## src/rtl/lat_ram_pkg.sv

```systemverilog
package lat_ram_pkg;
  typedef enum logic [2:0] {
    ST_IDLE,
    ST_SETUP,
    ST_LATCH,
    ST_ACCESS,
    ST_SAMPLE,
    ST_RECOVER
  } seq_state_e;
endpackage

```

## src/rtl/lat_ram_fsm.sv

```systemverilog
module lat_ram_fsm
  import lat_ram_pkg::*;
#(
  parameter int SETUP_CYC   = 2,
  parameter int HOLD_CYC    = 1,
  parameter int VALID_CYC   = 3,
  parameter int WSETUP_CYC  = 2,
  parameter int RECOVER_CYC = 3
) (
  input  logic       clk_i,
  input  logic       rst_ni,
  input  logic       start_i,
  input  logic       write_i,
  output seq_state_e state_o
);
  localparam int M1   = (SETUP_CYC > HOLD_CYC) ? SETUP_CYC : HOLD_CYC;
  localparam int M2   = (VALID_CYC > WSETUP_CYC) ? VALID_CYC : WSETUP_CYC;
  localparam int M3   = (M1 > M2) ? M1 : M2;
  localparam int MAXC = (M3 > RECOVER_CYC) ? M3 : RECOVER_CYC;
  localparam int CW   = $clog2(MAXC + 1);

  seq_state_e    state_q, state_d;
  logic [CW-1:0] cnt_q, load_val;
  logic          load, last;

  assign last    = (cnt_q == '0);
  assign state_o = state_q;

  always_comb begin
    state_d  = state_q;
    load     = 1'b0;
    load_val = '0;
    unique case (state_q)
      ST_IDLE: if (start_i) begin
        state_d  = ST_SETUP;
        load     = 1'b1;
        load_val = CW'(SETUP_CYC - 1);
      end
      ST_SETUP: if (last) begin
        state_d  = ST_LATCH;
        load     = 1'b1;
        load_val = CW'(HOLD_CYC - 1);
      end
      ST_LATCH: if (last) begin
        state_d  = ST_ACCESS;
        load     = 1'b1;
        load_val = write_i ? CW'(WSETUP_CYC - 1) : CW'(VALID_CYC - 1);
      end
      ST_ACCESS: if (last) begin
        state_d = ST_SAMPLE;
        load    = 1'b1;
      end
      ST_SAMPLE: begin
        state_d  = ST_RECOVER;
        load     = 1'b1;
        load_val = CW'(RECOVER_CYC - 1);
      end
      ST_RECOVER: if (last) state_d = ST_IDLE;
      default: state_d = ST_IDLE;
    endcase
  end

  always_ff @(posedge clk_i or negedge rst_ni) begin
    if (!rst_ni) begin
      state_q <= ST_IDLE;
      cnt_q   <= '0;
    end else begin
      state_q <= state_d;
      if (load)        cnt_q <= load_val;
      else if (!last)  cnt_q <= cnt_q - 1'b1;
    end
  end


  recover_no_start_chk: assert property (@(posedge clk_i) disable iff (!rst_ni)
    (state_q == ST_RECOVER) |=> (state_q inside {ST_RECOVER, ST_IDLE}));


  sample_one_cycle_chk: assert property (@(posedge clk_i) disable iff (!rst_ni)
    (state_q == ST_SAMPLE) |=> (state_q == ST_RECOVER));
endmodule

```

## src/rtl/lat_ram_pins.sv

```systemverilog
module lat_ram_pins
  import lat_ram_pkg::*;
#(
  parameter int AW          = 10,
  parameter int SETUP_CYC   = 2,
  parameter int RECOVER_CYC = 3
) (
  input  logic          clk_i,
  input  logic          rst_ni,
  input  logic          accept_i,
  input  logic          req_write_i,
  input  logic [AW-1:0] req_addr_i,
  input  logic          req_wdata_i,
  input  seq_state_e    state_i,
  input  logic          ram_q_i,
  output logic          wr_o,
  output logic          ram_en_no,
  output logic          ram_we_no,
  output logic [AW-1:0] ram_addr_o,
  output logic          ram_d_o,
  output logic          rsp_valid_o,
  output logic          rsp_rdata_o
);
  localparam int KMAX = (SETUP_CYC > RECOVER_CYC) ? SETUP_CYC : RECOVER_CYC;
  localparam int KW   = $clog2(KMAX + 2) + 1;

  logic [AW-1:0] addr_q;
  logic          wr_q, wd_q, rsp_v_q, rsp_d_q;

  always_ff @(posedge clk_i or negedge rst_ni) begin
    if (!rst_ni) begin
      addr_q <= '0;
      wr_q   <= 1'b0;
      wd_q   <= 1'b0;
    end else if (accept_i) begin
      addr_q <= req_addr_i;
      wr_q   <= req_write_i;
      wd_q   <= req_wdata_i;
    end
  end

  always_ff @(posedge clk_i or negedge rst_ni) begin
    if (!rst_ni) begin
      rsp_v_q <= 1'b0;
      rsp_d_q <= 1'b0;
    end else begin
      rsp_v_q <= (state_i == ST_SAMPLE);
      if (state_i == ST_SAMPLE) rsp_d_q <= wr_q ? 1'b0 : ram_q_i;
    end
  end

  assign ram_en_no   = !(state_i inside {ST_LATCH, ST_ACCESS, ST_SAMPLE});
  assign ram_we_no   = !(wr_q && (state_i == ST_ACCESS));
  assign ram_addr_o  = addr_q;
  assign ram_d_o     = wd_q;
  assign wr_o        = wr_q;
  assign rsp_valid_o = rsp_v_q;
  assign rsp_rdata_o = rsp_d_q;

  // checker-side counters
  logic [AW-1:0] addr_seen_q;
  logic [KW-1:0] stab_q, hi_q;
  logic          been_low_q;

  always_ff @(posedge clk_i or negedge rst_ni) begin
    if (!rst_ni) begin
      addr_seen_q <= '0;
      stab_q      <= '0;
      hi_q        <= '0;
      been_low_q  <= 1'b0;
    end else begin
      addr_seen_q <= ram_addr_o;
      if (ram_addr_o != addr_seen_q) stab_q <= '0;
      else if (stab_q != '1)         stab_q <= stab_q + 1'b1;
      if (!ram_en_no)                hi_q   <= '0;
      else if (hi_q != '1)           hi_q   <= hi_q + 1'b1;
      if (!ram_en_no)                been_low_q <= 1'b1;
    end
  end


  addr_setup_chk: assert property (@(posedge clk_i) disable iff (!rst_ni)
    $fell(ram_en_no) |-> (stab_q >= KW'(SETUP_CYC - 1)));


  addr_hold_chk: assert property (@(posedge clk_i) disable iff (!rst_ni)
    (!ram_en_no && !$past(ram_en_no)) |-> $stable(ram_addr_o));


  read_no_strobe_chk: assert property (@(posedge clk_i) disable iff (!rst_ni)
    (!ram_en_no && !wr_o) |-> ram_we_no);


  strobe_in_enable_chk: assert property (@(posedge clk_i) disable iff (!rst_ni)
    !ram_we_no |-> !ram_en_no);


  enable_after_strobe_chk: assert property (@(posedge clk_i) disable iff (!rst_ni)
    $rose(ram_en_no) |-> $past(ram_we_no));


  data_hold_chk: assert property (@(posedge clk_i) disable iff (!rst_ni)
    $rose(ram_we_no) |-> $stable(ram_d_o));


  rsp_pulse_chk: assert property (@(posedge clk_i) disable iff (!rst_ni)
    rsp_valid_o |=> !rsp_valid_o);


  recovery_chk: assert property (@(posedge clk_i) disable iff (!rst_ni)
    ($fell(ram_en_no) && been_low_q) |-> (hi_q >= KW'(RECOVER_CYC)));
endmodule

```

## src/rtl/lat_ram_seq.sv

```systemverilog
module lat_ram_seq
  import lat_ram_pkg::*;
#(
  parameter int AW          = 10,
  parameter int SETUP_CYC   = 2,
  parameter int HOLD_CYC    = 1,
  parameter int VALID_CYC   = 3,
  parameter int WSETUP_CYC  = 2,
  parameter int RECOVER_CYC = 3
) (
  input  logic          clk_i,
  input  logic          rst_ni,
  input  logic          req_valid_i,
  output logic          req_ready_o,
  input  logic          req_write_i,
  input  logic [AW-1:0] req_addr_i,
  input  logic          req_wdata_i,
  output logic          rsp_valid_o,
  output logic          rsp_rdata_o,
  output logic          ram_en_no,
  output logic          ram_we_no,
  output logic [AW-1:0] ram_addr_o,
  output logic          ram_d_o,
  input  logic          ram_q_i
);
  seq_state_e state;
  logic       accept, wr;

  assign req_ready_o = (state == ST_IDLE);
  assign accept      = req_valid_i && req_ready_o;

  lat_ram_fsm #(
    .SETUP_CYC  (SETUP_CYC),
    .HOLD_CYC   (HOLD_CYC),
    .VALID_CYC  (VALID_CYC),
    .WSETUP_CYC (WSETUP_CYC),
    .RECOVER_CYC(RECOVER_CYC)
  ) i_fsm (
    .clk_i  (clk_i),
    .rst_ni (rst_ni),
    .start_i(accept),
    .write_i(wr),
    .state_o(state)
  );

  lat_ram_pins #(
    .AW         (AW),
    .SETUP_CYC  (SETUP_CYC),
    .RECOVER_CYC(RECOVER_CYC)
  ) i_pins (
    .clk_i      (clk_i),
    .rst_ni     (rst_ni),
    .accept_i   (accept),
    .req_write_i(req_write_i),
    .req_addr_i (req_addr_i),
    .req_wdata_i(req_wdata_i),
    .state_i    (state),
    .ram_q_i    (ram_q_i),
    .wr_o       (wr),
    .ram_en_no  (ram_en_no),
    .ram_we_no  (ram_we_no),
    .ram_addr_o (ram_addr_o),
    .ram_d_o    (ram_d_o),
    .rsp_valid_o(rsp_valid_o),
    .rsp_rdata_o(rsp_rdata_o)
  );


  ready_only_disabled_chk: assert property (@(posedge clk_i) disable iff (!rst_ni)
    req_ready_o |-> ram_en_no);
endmodule

```

## config.mk

```make
export PLATFORM = sky130hd
export DESIGN_NAME = lat_ram_seq
export DESIGN_NICKNAME = d
export VERILOG_FILES = /design/src/rtl/lat_ram_pkg.sv /design/src/rtl/lat_ram_fsm.sv /design/src/rtl/lat_ram_pins.sv /design/src/rtl/lat_ram_seq.sv
export SDC_FILE = /design/constraint.sdc
export NUM_CORES = 1
export LEC_CHECK = 0
export BUFFER_PORTS_ARGS = -buffer_cell sky130_fd_sc_hd__buf_4
export CORE_ASPECT_RATIO = 0.9
export CORE_MARGIN = 2
export CORE_UTILIZATION = 32
export DETAILED_ROUTE_END_ITERATION = 8
export GPL_TIMING_DRIVEN = 0
export MAX_ROUTING_LAYER = met4
export SYNTH_ARGS = -nofsm -noshare
export SYNTH_HDL_FRONTEND = slang
export SYNTH_SLANG_ARGS = --single-unit
```

## constraint.sdc

```tcl
create_clock -name clk_i -period 3.3 [get_ports clk_i]
set_clock_uncertainty 0.05 [all_clocks]
set_input_delay 0.66 -clock clk_i [delete_from_list [all_inputs] [get_ports clk_i]]
set_output_delay 0.66 -clock clk_i [all_outputs]
set_load 0.005 [all_outputs]
```

==> flow_summary.toml <==
[timing]
finalMaxSlewViolations = 0
setup_slack_ps = 1110
worst_pin_slew_ps = 393
final_hold_viol_count = 0
maxSlewHeadroom_pct = 73.6
rsz0062_at_grt = "no"
finalSetupViolCount = 0
min_period_over_period_pct = 66.4
setup_tns_ps = 0
period_minus_slack_ps = 2190
fmaxAchievable_mhz = 456

[cts]
htree_levels = 1
clk_latency_ps = 290
cts_made_buffers = 3
clk_pin_slew_ps = 100
cts.sinks = 19
cts_buffer_depth = 2
root_buffer = "clkbuf_4"
cts_tree = "built"
cts_resized = 0
postCtsSetupBuffers = 0
holdBufCountCts = 0

[die]
die_h_um = 54.3
initial_core_util_pct = 33.2
fp.dieW_um = 59.9
num_io_pins = 32
fp.dieArea_mm2 = 0.00325
core_mm2 = 0.00270
rows = 18

[cells_and_area]
syn2layout_area_growth_pct = 33.0
final_area_mm2 = 0.00119
antennaDiodeCount = 0
mostFrequentLayoutCell = "buf_4"
num-nets-final = 128
multi_input_area_um2 = 343
drive_gt1_share_pct = 48.2
n_fill_cell = 264
stdcell_count = 140
final-seq-area_um2 = 475
layout_common_cells = "buf_4 (32), dfrtp_1 (19), nor2_1 (9)"

[detailed_routing]
first_pass_iters = 4
route.detailed.drc = 0
vias_per_cell = 4.81
wl_um = 1660
routed-via-count = 674
drt_first_iter_violations = 4
wire_per_inst_um = 11.9
ant_nets = 0

[yosys]
ys_async_sr_fraction_pct = 100
synth_top_area_share_pct = 52.9
synth-seq-cells = 19
avgSynthCellArea_um2 = 12.0
syn-num-nets = 92
synth_top_area_cell = "dfrtp_1"
yosys-top-cells-area = "dfrtp_1 (53%), mux2_4 (12%), mux2_2 (6.3%)"
syn_area_um2 = 898
yosys_warnings = 0
synth_edf_count = 0
synthFlopType = "dfrtp_1"
yosysUniqueCellTypes = 24
synth_cells = 75
ys_seq_area_share_pct = 52.9

[power]
p_per_area_mw_per_mm2 = 923
power_frac_clock_pct = 10.5
p_leak_nw = 0.585
pwr-share-seq_pct = 36.8
internal_power_mw = 0.734
vdd_drop_max_mv = 0.362
switchingPower_mw = 0.369
finalPower_mw = 1.10
switching_share_pct = 33.4
combPwrFrac_pct = 52.6

[critical_path]
start_kind = "register"
critical_path_class = "register to primary output"
timing.rr.start = "i_fsm.state_o[0]$_DFFE_PN0P_"
arrival_ps = 1480
crit_path_end_kind = "primary output"
critPathMaxFanout = 7
worstSetupStartpoint = "i_fsm.state_o[2]$_DFFE_PN0P_"
cp.required_ps = 2590
r2r_slack_ps = 1730

[grt]
grt.overflow.total = 0
grt_pass1_vias = 625
grt_max_degree = 20
antenna_found_initial = 0
grt_pass1_wl_um = 2620
grt.total_usage_pct = 11.4

[flow_run]
drv_cap = 0

[placement]
dp_hpwl_um = 1230
placed_cell_area_mm2 = 0.00117
place_congestion = 0.700
placed_cells = 136
place_ws_ps = 1440
io_buffers = 31

[run_status]
status = "finished, final reports clean"

[hold_path]
hp-class = "input port to asynchronous set/reset pin"
==> Yosys cell counts, drive strengths merged (2+ instances only) <==
| library cell | instances |
|---|---|
| nor2 | 9 |
| nor3 | 3 |
| nand3 | 2 |
| a21oi | 3 |
| dfrtp | 19 |
| o22ai | 2 |
| o21ai | 2 |
| mux2 | 12 |
| inv | 7 |
| buf | 4 |
| nand2 | 3 |
==> registers in the layout (all words and copies together) (netlist names) <==
name,flops
i_pins.rsp_rdata_o,1
i_pins.wr_o,1
i_pins.ram_addr_o,10
i_pins.rsp_valid_o,1
i_pins.ram_d_o,1
i_fsm.cnt_q,2
i_fsm.state_o,3
==> critical path, cell delays in order, from the launching register on <==
cell and delay [ps]:
dfrtp_1 470, inv_1 100, nor3_1 380, nor2_1 90
buf_4 150
==> through the flow <==
stage               utilization, %  hold WS (ps)
detailed placement            43.2           443
floorplan                        -           314
CTS                           44.2           170
finish                        44.2           172
global route                  44.2           165
global placement              43.2           444
==> kinds of logic (layout without fill, tap and decap cells) <==
family	Yosys count	count (layout)	synth area share [%]
adders and majority gates	1	1	1.39
AOI/OAI and AO/OA	10	10	6.82
buffers and inverters	12	47	8.91
and+or+nand+nor	20	20	11.0
muxes	12	12	18.0
DFF	19	19	52.9
xor gates and xnor gates	1	1	0.975
==> final timing paths <==
| path | depth (start not counted) | to |
|---|---|---|
| worst max-delay path | 4 | ram_en_no |
| worst min-delay path | 1 | i_fsm.state_o[1]$_DFFE_PN0P_ |
| worst max register to register | 6 | i_pins.ram_addr_o[3]$_DFFE_PN0P_ |
| worst min register to register | 1 | i_pins.ram_addr_o[6]$_DFFE_PN0P_ |
| max in group asynchronous | 1 | i_pins.ram_addr_o[1]$_DFFE_PN0P_ |
| min in group clk_i | 1 | i_pins.ram_addr_o[6]$_DFFE_PN0P_ |
==> power by group through the flow <==
stage | Clock (mW) | Sequential (mW) | Combinational (mW)
2_1_floorplan | 0 | 0.409 | 0.366
3_3_place_gp | 0 | 0.408 | 0.572
3_5_place_dp | 0 | 0.411 | 0.591
4_1_cts | 0.124 | 0.409 | 0.592
5_1_grt | 0.136 | 0.420 | 0.640
6_report | 0.116 | 0.406 | 0.580
==> per-layer routing <==
metal | GRT usage [%] | up-vias | wire [um]
met5 | - | - | 0
met4 | 5.56 | 0 | 0
met3 | 2.36 | 0 | 86
met2 | 19.4 | 17 | 881
met1 | 12.8 | 334 | 694
li1 | - | 323 | -
==> cell type report <==
cell class	count	share of cell area, %
buffer	5	4.50
tap	30	3.14
clock buffer	4	2.20
inverter	7	2.20
timing repair buffer	31	19.5
multi-input combinational	44	28.7
sequential	19	39.8
No activity file was read; power rests on OpenSTA's default activity.
